--- config.mk ---
export PLATFORM = sky130hd
export DESIGN_NAME = radix_walker
export DESIGN_NICKNAME = d
export VERILOG_FILES = /design/src/rtl/radix_walk_pkg.sv /design/src/rtl/radix_ctx_select.sv /design/src/rtl/radix_level_calc.sv /design/src/rtl/radix_leaf_form.sv /design/src/rtl/radix_walker.sv
export SDC_FILE = /design/constraint.sdc
export NUM_CORES = 1
export LEC_CHECK = 0
export BUFFER_PORTS_ARGS = -buffer_cell sky130_fd_sc_hd__clkbuf_2
export CAP_MARGIN = 20
export CORE_ASPECT_RATIO = 1.25
export CORE_MARGIN = 3
export CORE_UTILIZATION = 23
export CTS_CLUSTER_DIAMETER = 100
export DETAILED_ROUTE_END_ITERATION = 8
export MAX_ROUTING_LAYER = met4
export SLEW_MARGIN = 20
export SYNTH_ARGS = -nofsm -noshare
export SYNTH_HDL_FRONTEND = slang
export SYNTH_SLANG_ARGS = --single-unit
--- constraint.sdc ---
create_clock -name clk -period 9.7 [get_ports clk]
set_clock_uncertainty 0.15 [all_clocks]
set_input_delay 1.455 -clock clk [delete_from_list [all_inputs] [get_ports clk]]
set_output_delay 1.455 -clock clk [all_outputs]
set_load 0.01 [all_outputs]
--- src/rtl/radix_walk_pkg.sv ---
package radix_walk_pkg;

  localparam int XLEN = 64;
  localparam int CAUSE_W = 6;

  // cause vector bit positions
  localparam int C_NOENT  = 0;
  localparam int C_PROT   = 1;
  localparam int C_BADCFG = 2;
  localparam int C_STORE  = 3;
  localparam int C_ISEG   = 4;
  localparam int C_DSEG   = 5;

  // entry bit positions
  localparam int B_VALID = 63;
  localparam int B_LEAF  = 62;
  localparam int B_REF   = 8;
  localparam int B_CHG   = 7;

  localparam logic [XLEN-1:0] DIR_BASE_MASK = 64'h00FF_FFFF_FFFF_FF00;
  localparam logic [XLEN-1:0] PAGE_MASK     = 64'h00FF_FFFF_FFFF_F000;
  localparam logic [XLEN-1:0] REAL_MODE_MASK = 64'h0FFF_FFFF_FFFF_FFFF;

  typedef enum logic [1:0] {
    ACC_READ  = 2'd0,
    ACC_WRITE = 2'd1,
    ACC_FETCH = 2'd2
  } acc_t;

  typedef enum logic [2:0] {
    S_IDLE,
    S_PT_REQ,
    S_PT_RSP,
    S_LV_CHK,
    S_LV_REQ,
    S_LV_RSP,
    S_LEAF,
    S_WB_REQ
  } walk_st_t;

  function automatic logic [2:0] needed_right(input logic [1:0] acc);
    case (acc)
      ACC_WRITE: needed_right = 3'b010;
      ACC_FETCH: needed_right = 3'b100;
      default:   needed_right = 3'b001;
    endcase
  endfunction

endpackage

--- src/rtl/radix_ctx_select.sv ---
module radix_ctx_select
  import radix_walk_pkg::*;
#(
  parameter int PID_W = 32
) (
  input  logic [XLEN-1:0]  ea,
  input  logic [1:0]       acc,
  input  logic             ir_en,
  input  logic             dr_en,
  input  logic [PID_W-1:0] pid_reg,
  input  logic [XLEN-1:0]  ptab_reg,
  output logic             real_mode,
  output logic             seg_fault,
  output logic             pt_oob,
  output logic [XLEN-1:0]  pt_addr
);
  logic [1:0]       quad;
  logic [PID_W-1:0] pid_sel;
  logic [XLEN-1:0]  offset;
  logic [6:0]       pt_exp;
  logic             unused_ptab;

  assign quad      = ea[63:62];
  assign real_mode = (acc == ACC_FETCH) ? !ir_en : !dr_en;
  assign seg_fault = (quad == 2'd1) || (quad == 2'd2);
  assign pid_sel   = (quad == 2'd3) ? '0 : pid_reg;

  always_comb begin
    offset = '0;
    offset[PID_W+3:4] = pid_sel;
  end

  assign pt_exp  = {2'b00, ptab_reg[4:0]} + 7'd12;
  assign pt_oob  = (offset >> pt_exp) != '0;
  assign pt_addr = (ptab_reg & PAGE_MASK) + offset;

  assign unused_ptab = ^{ptab_reg[63:56], ptab_reg[11:5]};
endmodule

--- src/rtl/radix_level_calc.sv ---
module radix_level_calc
  import radix_walk_pkg::*;
#(
  parameter int EXP_W = 7
) (
  input  logic [XLEN-1:0]  ea_tree,
  input  logic [XLEN-1:0]  base,
  input  logic [EXP_W-1:0] size_exp,
  input  logic [4:0]       width,
  output logic [XLEN-1:0]  ent_addr,
  output logic             cfg_bad
);
  logic [EXP_W-1:0] w_ext;
  logic [EXP_W-1:0] shamt;
  logic [XLEN-1:0]  idx;

  assign w_ext    = EXP_W'(width);
  assign cfg_bad  = (width < 5'd5) || (w_ext > size_exp);
  assign shamt    = size_exp - w_ext;
  assign idx      = (ea_tree >> shamt) & ((64'd1 << width) - 64'd1);
  assign ent_addr = base + (idx << 3);
endmodule

--- src/rtl/radix_leaf_form.sv ---
module radix_leaf_form
  import radix_walk_pkg::*;
#(
  parameter int EXP_W = 7
) (
  input  logic [XLEN-1:0]  leaf,
  input  logic [XLEN-1:0]  ea_tree,
  input  logic [EXP_W-1:0] size_exp,
  input  logic [1:0]       acc,
  input  logic [2:0]       perm,
  output logic [XLEN-1:0]  real_addr,
  output logic             denied,
  output logic [XLEN-1:0]  new_entry,
  output logic             changed,
  output logic [2:0]       rights
);
  logic [XLEN-1:0] low_mask;
  logic            is_write;

  assign is_write  = (acc == ACC_WRITE);
  assign denied    = (needed_right(acc) & ~perm) != 3'b000;
  assign low_mask  = (64'd1 << size_exp) - 64'd1;
  assign real_addr = ((leaf & PAGE_MASK) & ~low_mask) | (ea_tree & low_mask);

  always_comb begin
    new_entry = leaf;
    new_entry[B_REF] = 1'b1;
    if (is_write) new_entry[B_CHG] = 1'b1;
  end

  assign changed = (new_entry != leaf);
  assign rights  = is_write ? perm : (perm & 3'b101);
endmodule

--- src/rtl/radix_walker.sv ---
module radix_walker
  import radix_walk_pkg::*;
#(
  parameter int PID_W         = 32,
  parameter int MAX_LEVELS    = 5,
  parameter int EXP_W         = 7,
  parameter int REAL_PAGE_EXP = 12
) (
  input  logic               clk,
  input  logic               rst_n,
  input  logic               start_i,
  input  logic [63:0]        ea_i,
  input  logic [1:0]         acc_i,
  input  logic               ir_en_i,
  input  logic               dr_en_i,
  input  logic [PID_W-1:0]   pid_i,
  input  logic [63:0]        ptab_i,
  input  logic [2:0]         perm_i,
  output logic [63:0]        leaf_o,
  output logic [63:0]        leaf_addr_o,
  output logic               mem_req_valid_o,
  input  logic               mem_req_ready_i,
  output logic               mem_req_write_o,
  output logic [63:0]        mem_req_addr_o,
  output logic [63:0]        mem_req_wdata_o,
  input  logic               mem_rsp_valid_i,
  output logic               mem_rsp_ready_o,
  input  logic [63:0]        mem_rsp_data_i,
  output logic               done_o,
  output logic               fault_o,
  output logic [5:0]         cause_o,
  output logic [63:0]        fault_ea_o,
  output logic [63:0]        real_addr_o,
  output logic [EXP_W-1:0]   page_exp_o,
  output logic [2:0]         grant_o
);
  localparam int LVL_W = $clog2(MAX_LEVELS + 1);
  localparam logic [LVL_W-1:0] LAST_LVL = LVL_W'(MAX_LEVELS - 1);

  walk_st_t         st, st_n;
  logic [XLEN-1:0]  ea_q, base_q, ent_addr_q, leaf_q, leaf_addr_q;
  logic [1:0]       acc_q;
  logic [4:0]       width_q;
  logic [EXP_W-1:0] exp_q;
  logic [LVL_W-1:0] lvl_q;
  logic [XLEN-1:0]  ea_tree;

  logic             done_q, fault_q;
  logic [5:0]       cause_q;
  logic [XLEN-1:0]  fault_ea_q, real_q;
  logic [EXP_W-1:0] pexp_q;
  logic [2:0]       grant_q;

  // context decode (used when accepting a start)
  logic             cx_real, cx_seg, cx_oob;
  logic [XLEN-1:0]  cx_pt_addr;

  radix_ctx_select #(.PID_W(PID_W)) ctx_i (
    .ea(ea_i), .acc(acc_i), .ir_en(ir_en_i), .dr_en(dr_en_i),
    .pid_reg(pid_i), .ptab_reg(ptab_i),
    .real_mode(cx_real), .seg_fault(cx_seg), .pt_oob(cx_oob),
    .pt_addr(cx_pt_addr)
  );

  assign ea_tree = {2'b00, ea_q[61:0]};

  logic [XLEN-1:0] lv_addr;
  logic            lv_bad;

  radix_level_calc #(.EXP_W(EXP_W)) lvl_i (
    .ea_tree(ea_tree), .base(base_q), .size_exp(exp_q), .width(width_q),
    .ent_addr(lv_addr), .cfg_bad(lv_bad)
  );

  logic [XLEN-1:0] lf_real, lf_new;
  logic            lf_denied, lf_changed;
  logic [2:0]      lf_rights;

  radix_leaf_form #(.EXP_W(EXP_W)) leaf_i (
    .leaf(leaf_q), .ea_tree(ea_tree), .size_exp(exp_q), .acc(acc_q),
    .perm(perm_i), .real_addr(lf_real), .denied(lf_denied),
    .new_entry(lf_new), .changed(lf_changed), .rights(lf_rights)
  );

  // next-state and event decode
  logic       accept, fin, flt, storage;
  logic [5:0] fbits;
  logic [1:0] cur_acc;
  logic [XLEN-1:0] cur_ea;
  logic       rsp_take;

  assign cur_acc  = (st == S_IDLE) ? acc_i : acc_q;
  assign cur_ea   = (st == S_IDLE) ? ea_i : ea_q;
  assign rsp_take = mem_rsp_valid_i && mem_rsp_ready_o;

  always_comb begin
    st_n    = st;
    accept  = 1'b0;
    fin     = 1'b0;
    flt     = 1'b0;
    storage = 1'b1;
    fbits   = '0;
    case (st)
      S_IDLE: begin
        if (start_i && !done_q && !fault_q) begin
          accept = 1'b1;
          if (cx_real) begin
            fin = 1'b1;
          end else if (cx_seg) begin
            flt = 1'b1;
            storage = 1'b0;
            if (acc_i == ACC_FETCH) fbits[C_ISEG] = 1'b1;
            else                    fbits[C_DSEG] = 1'b1;
          end else if (cx_oob) begin
            flt = 1'b1;
            fbits[C_NOENT] = 1'b1;
          end else begin
            st_n = S_PT_REQ;
          end
        end
      end
      S_PT_REQ: if (mem_req_ready_i) st_n = S_PT_RSP;
      S_PT_RSP: if (rsp_take) st_n = S_LV_CHK;
      S_LV_CHK: begin
        if (lv_bad) begin
          flt = 1'b1;
          fbits[C_BADCFG] = 1'b1;
        end else begin
          st_n = S_LV_REQ;
        end
      end
      S_LV_REQ: if (mem_req_ready_i) st_n = S_LV_RSP;
      S_LV_RSP: begin
        if (rsp_take) begin
          if (!mem_rsp_data_i[B_VALID]) begin
            flt = 1'b1;
            fbits[C_NOENT] = 1'b1;
          end else if (mem_rsp_data_i[B_LEAF]) begin
            st_n = S_LEAF;
          end else if (lvl_q == LAST_LVL) begin
            flt = 1'b1;
            fbits[C_BADCFG] = 1'b1;
          end else begin
            st_n = S_LV_CHK;
          end
        end
      end
      S_LEAF: begin
        if (lf_denied) begin
          flt = 1'b1;
          fbits[C_PROT] = 1'b1;
        end else if (lf_changed) begin
          st_n = S_WB_REQ;
        end else begin
          fin = 1'b1;
        end
      end
      S_WB_REQ: if (mem_req_ready_i) fin = 1'b1;
      default: st_n = S_IDLE;
    endcase
    if (flt && storage && (cur_acc == ACC_WRITE)) fbits[C_STORE] = 1'b1;
    if (fin || flt) st_n = S_IDLE;
  end

  always_ff @(posedge clk or negedge rst_n) begin
    if (!rst_n) begin
      st          <= S_IDLE;
      ea_q        <= '0;
      acc_q       <= ACC_READ;
      base_q      <= '0;
      width_q     <= '0;
      exp_q       <= '0;
      lvl_q       <= '0;
      ent_addr_q  <= '0;
      leaf_q      <= '0;
      leaf_addr_q <= '0;
      done_q      <= 1'b0;
      fault_q     <= 1'b0;
      cause_q     <= '0;
      fault_ea_q  <= '0;
      real_q      <= '0;
      pexp_q      <= '0;
      grant_q     <= '0;
    end else begin
      st      <= st_n;
      done_q  <= fin;
      fault_q <= flt;

      if (accept) begin
        ea_q       <= ea_i;
        acc_q      <= acc_i;
        lvl_q      <= '0;
        ent_addr_q <= cx_pt_addr;
        if (cx_real) begin
          real_q  <= ea_i & REAL_MODE_MASK;
          grant_q <= 3'b111;
          pexp_q  <= EXP_W'(REAL_PAGE_EXP);
        end
      end

      if (st == S_PT_RSP && rsp_take) begin
        base_q  <= mem_rsp_data_i & DIR_BASE_MASK;
        width_q <= mem_rsp_data_i[4:0];
        exp_q   <= EXP_W'(mem_rsp_data_i[61:56]);
      end

      if (st == S_LV_CHK && !lv_bad) ent_addr_q <= lv_addr;

      if (st == S_LV_RSP && rsp_take && mem_rsp_data_i[B_VALID]) begin
        exp_q <= exp_q - EXP_W'(width_q);
        if (mem_rsp_data_i[B_LEAF]) begin
          leaf_q      <= mem_rsp_data_i;
          leaf_addr_q <= ent_addr_q;
        end else begin
          base_q  <= mem_rsp_data_i & DIR_BASE_MASK;
          width_q <= mem_rsp_data_i[4:0];
          lvl_q   <= lvl_q + 1'b1;
        end
      end

      if (st == S_LEAF && !lf_denied) begin
        leaf_q  <= lf_new;
        real_q  <= lf_real;
        grant_q <= lf_rights;
        pexp_q  <= exp_q;
      end

      if (flt) begin
        cause_q    <= fbits;
        fault_ea_q <= (cur_acc == ACC_FETCH) ? '0 : cur_ea;
      end else if (fin) begin
        cause_q    <= '0;
        fault_ea_q <= '0;
      end
    end
  end

  logic unused_rsp;
  assign unused_rsp = ^mem_rsp_data_i[7:5];

  // memory port
  always_comb begin
    mem_req_valid_o = 1'b0;
    mem_req_write_o = 1'b0;
    mem_req_addr_o  = ent_addr_q;
    case (st)
      S_PT_REQ, S_LV_REQ: mem_req_valid_o = 1'b1;
      S_WB_REQ: begin
        mem_req_valid_o = 1'b1;
        mem_req_write_o = 1'b1;
        mem_req_addr_o  = leaf_addr_q;
      end
      default: ;
    endcase
  end

  assign mem_req_wdata_o = leaf_q;
  assign mem_rsp_ready_o = (st == S_PT_RSP) || (st == S_LV_RSP);

  assign leaf_o      = leaf_q;
  assign leaf_addr_o = leaf_addr_q;
  assign done_o      = done_q;
  assign fault_o     = fault_q;
  assign cause_o     = cause_q;
  assign fault_ea_o  = fault_ea_q;
  assign real_addr_o = real_q;
  assign page_exp_o  = pexp_q;
  assign grant_o     = grant_q;
endmodule

==> flow_summary.ini <==
[status]
outcome = finished clean

[hold_path]
hold_path.class = reg2reg

[clock_network]
cts_setup_buffers = 0
tritoncts.num_buffers = 59
cts.clk_slew.worst_paths_ns = 0.06
htree_levels = 2
insertion_delay_ns = 0.69
cts_root_buf = clkbuf_16
cts_buffer_depth = 3
post_cts_resized = 0
cts.sinks = 484
cts_tree = done
cts-hold-fix-buffers = 0

[final_layout]
fill_cells = 15400
regArea_um2 = 12100
multi_input_area_um2 = 19500
final_cells = 6285
syn_to_final_growth_pct = 20.3
drive_gt1_share_pct = 24.6
nNetsFinal = 4650

[sta]
clock.fmax_mhz = 121
report.final.setup_viol = 0
fin_ws_ns = 1.43
finalMaxSlewViolations = 0
hold_violations = 0
worst_pin_slew_ns = 1.15
relSlewSlack_pct = 23.4
final.setup.tns_ns = 0
fin_crit_ns = 8.27
rsz0062_at_grt = false
whs_ns = 0.330
finalCritPeriodShare_pct = 85.3

[run]
drv_cap = 0

[logic_synthesis]
synth_seq_area_share_pct = 36.5
synth.area.top_cells = dfrtp_1, nand2_1, mux2_2
synth_area_um2 = 33200
synth_seq_cells = 484
synth_top_area_share_pct = 36.5
syn_inst = 3928
ys.flop_type = dfrtp_1
ys_async_sr_fraction_pct = 100
syn_avg_cell_area_um2 = 8.46
synth_cell_types = 93
synth_edf_count = 0
yosysWarnings = 0
synth_top_area_cell = dfrtp_1

[drt]
top_layer = met4
num_vias = 31700
wire_per_inst_um = 24.7
first_iter_violations = 2214
routed_wl_um = 155000
drtPass1Iterations = 6
met3WireLength_um = 10100
drc_errors = 0
avgViaCountPerCell = 5.05
wl_met2_um = 74900
ant_nets = 0
wl_met1_um = 64600

[setup_path]
crit_start = width_q[2]
slowest_stage = a2111oi_0
cpMostUsedCell = a21oi_1
worstPathRequired_ns = 10.16
cp.arrival_ns = 8.73
worstSetupEndpoint = ent_addr_q[58]
setup.worst_path.end_class = flip-flop
r2r-start = width_q[2]
crit_path_cell_trace = clkinv_1 -> ha_1 -> o21ai_0 -> a21o_1 -> nand2_2 -> mux2_2 -> nor2_1 -> a21oi_1 -> a2111oi_0 -> buf_4 -> ha_1 -> and4_1 -> nand3_1 -> a21oi_1 -> o31ai_1 -> a211oi_1 -> o21ai_0 -> o211ai_1 -> a21oi_1 -> or4b_2 -> nand3_1
crit_path_start_kind = flip-flop
critical_path.max_fanout = 41
worstSetupPathType = reg2reg
rrSetupSlack_ns = 1.43
reg2reg_depth = 21
r2r_end = ent_addr_q[58]
critPathMaxStageDelay_ns = 0.94

[grt]
grt_pass1_wl_um = 219000
grt_pass1_vias = 30300
grt_util_all_layers_pct = 20.5
grt_max_degree = 156
antenna_found_initial = 25
grt_overflow = 0

[pwr]
cellPowerDensity_nw_per_um2 = 479
p_total_uw = 19200
ir_drop_mv = 0.337
p_leak_uw = 0.0190

[placed_design]
io_buffers = 623
pre_cts_slack_ns = 1.40
place_hpwl_um = 121000
gp_congestion = 0.930
dp.cells = 6156

[floorplan]
io_pins = 641
die_w_um = 346
row_count = 155
start_util_pct = 23.2
die_y_um = 431
die_area_um2 = 149000
design.core.area_um2 = 143000
## layout make-up
class	instances	area share [%]
diodes	22	0.138
clock buffers	73	4.08
clock inverters	34	1.11
inverters	69	0.648
multi-input cells	3037	48.8
flip-flops and latches	484	30.3
well taps	1884	5.90
repair buffers	682	9.03
## flip-flops by register name (all words and copies together) (netlist names), 5 cells and up
name,cells
base_q,64
ea_q,64
ent_addr_q,64
fault_ea_o,64
leaf_addr_o,64
leaf_o,64
real_addr_o,62
exp_q,7
page_exp_o,7
cause_o,6
width_q,5
## cells in the mapped netlist (all sizes together) (10+ instances only)
| library cell | instances |
|---|---|
| a2111oi | 16 |
| a211oi | 54 |
| a21boi | 12 |
| a21o | 39 |
| a21oi | 221 |
| a22oi | 15 |
| a311oi | 16 |
| a31oi | 106 |
| and2 | 19 |
| and3 | 54 |
| buf | 100 |
| clkbuf | 258 |
| dfrtp | 484 |
| ha | 79 |
| inv | 67 |
| mux2 | 205 |
| mux2i | 152 |
| mux4 | 36 |
| nand2 | 851 |
| nand2b | 24 |
| nand3 | 90 |
| nand4 | 26 |
| nor2 | 229 |
| nor2b | 52 |
| nor3 | 60 |
| nor3b | 11 |
| nor4 | 10 |
| o211ai | 38 |
| o21a | 14 |
| o21ai | 248 |
| o21bai | 10 |
| o22ai | 23 |
| o31ai | 19 |
| or3 | 15 |
| xnor2 | 75 |
| xor2 | 48 |
## cell families (layout without fill, tap and decap cells)
kind of cell,after synthesis,count (layout),synth area share (%)
compound gates,937,937,18.0
xor+xnor,123,123,3.24
fa+ha+maj,84,84,3.19
buf+inv,427,858,5.62
flops,484,484,36.5
mux,393,393,14.0
other cells,1,43,0.0113
simple gates,1479,1479,19.5
## power breakdown
group	total (uW)	internal (uW)	switching, uW
Sequential	4010	2880	1130
Combinational	12700	4620	8100
Clock	2420	1410	1010
## worst min-delay path by stage
stage	start	to	slack [ns]	cells past startpoint
2_1_floorplan	base_q[0]	ent_addr_q[0]	0.28	2
3_3_place_gp	ea_q[62]	ea_q[62]	0.31	2
3_5_place_dp	ea_q[63]	ea_q[63]	0.32	2
4_1_cts	ea_q[63]	ea_q[63]	0.33	2
5_1_grt	ea_q[63]	ea_q[63]	0.35	2
6_report	fault_ea_o[58]	fault_ea_o[58]	0.33	2
## stage by stage
| step | area, um2 | utilization, % |
|---|---|---|
| floorplan | 33300 | - |
| global placement | 37800 | 26.4 |
| detailed placement | 37800 | 26.4 |
| CTS | 39900 | 27.9 |
| global route | 40000 | 27.9 |
| finish | 40000 | 27.9 |
## critical path, delay by kind of cell, from the launching register on
| family | cells | cell delay, ns |
|---|---|---|
| DFF | 1 | 0.70 |
| and+or+nand+nor | 6 | 1.79 |
| muxes | 1 | 0.44 |
| adders and majority gates | 2 | 0.79 |
| AOI/OAI and AO/OA | 10 | 3.67 |
| buffers and inverters | 2 | 0.63 |
## per-layer routing
layer	up-vias	GRT usage, %
li1	14700	-
met1	15500	25.3
met2	1195	34.0
met3	222	3.61
met4	0	6.62
met5	-	-
## layout by cell type (no fill, tap or decap), types with 52 or more instances in the layout
cell	instances
inv_1	66
and3_1	53
nor2b_1	52
ha_1	77
nor2_1	225
mux2_2	205
a21oi_1	220
buf_4	56
nand3_1	87
o21ai_0	244
clkbuf_16	59
xnor2_1	72
dfrtp_1	484
nor3_1	58
mux2i_1	152
clkbuf_2	622
a31oi_1	106
a211oi_1	52
nand2_1	847
(Power assumes the default switching activity.)
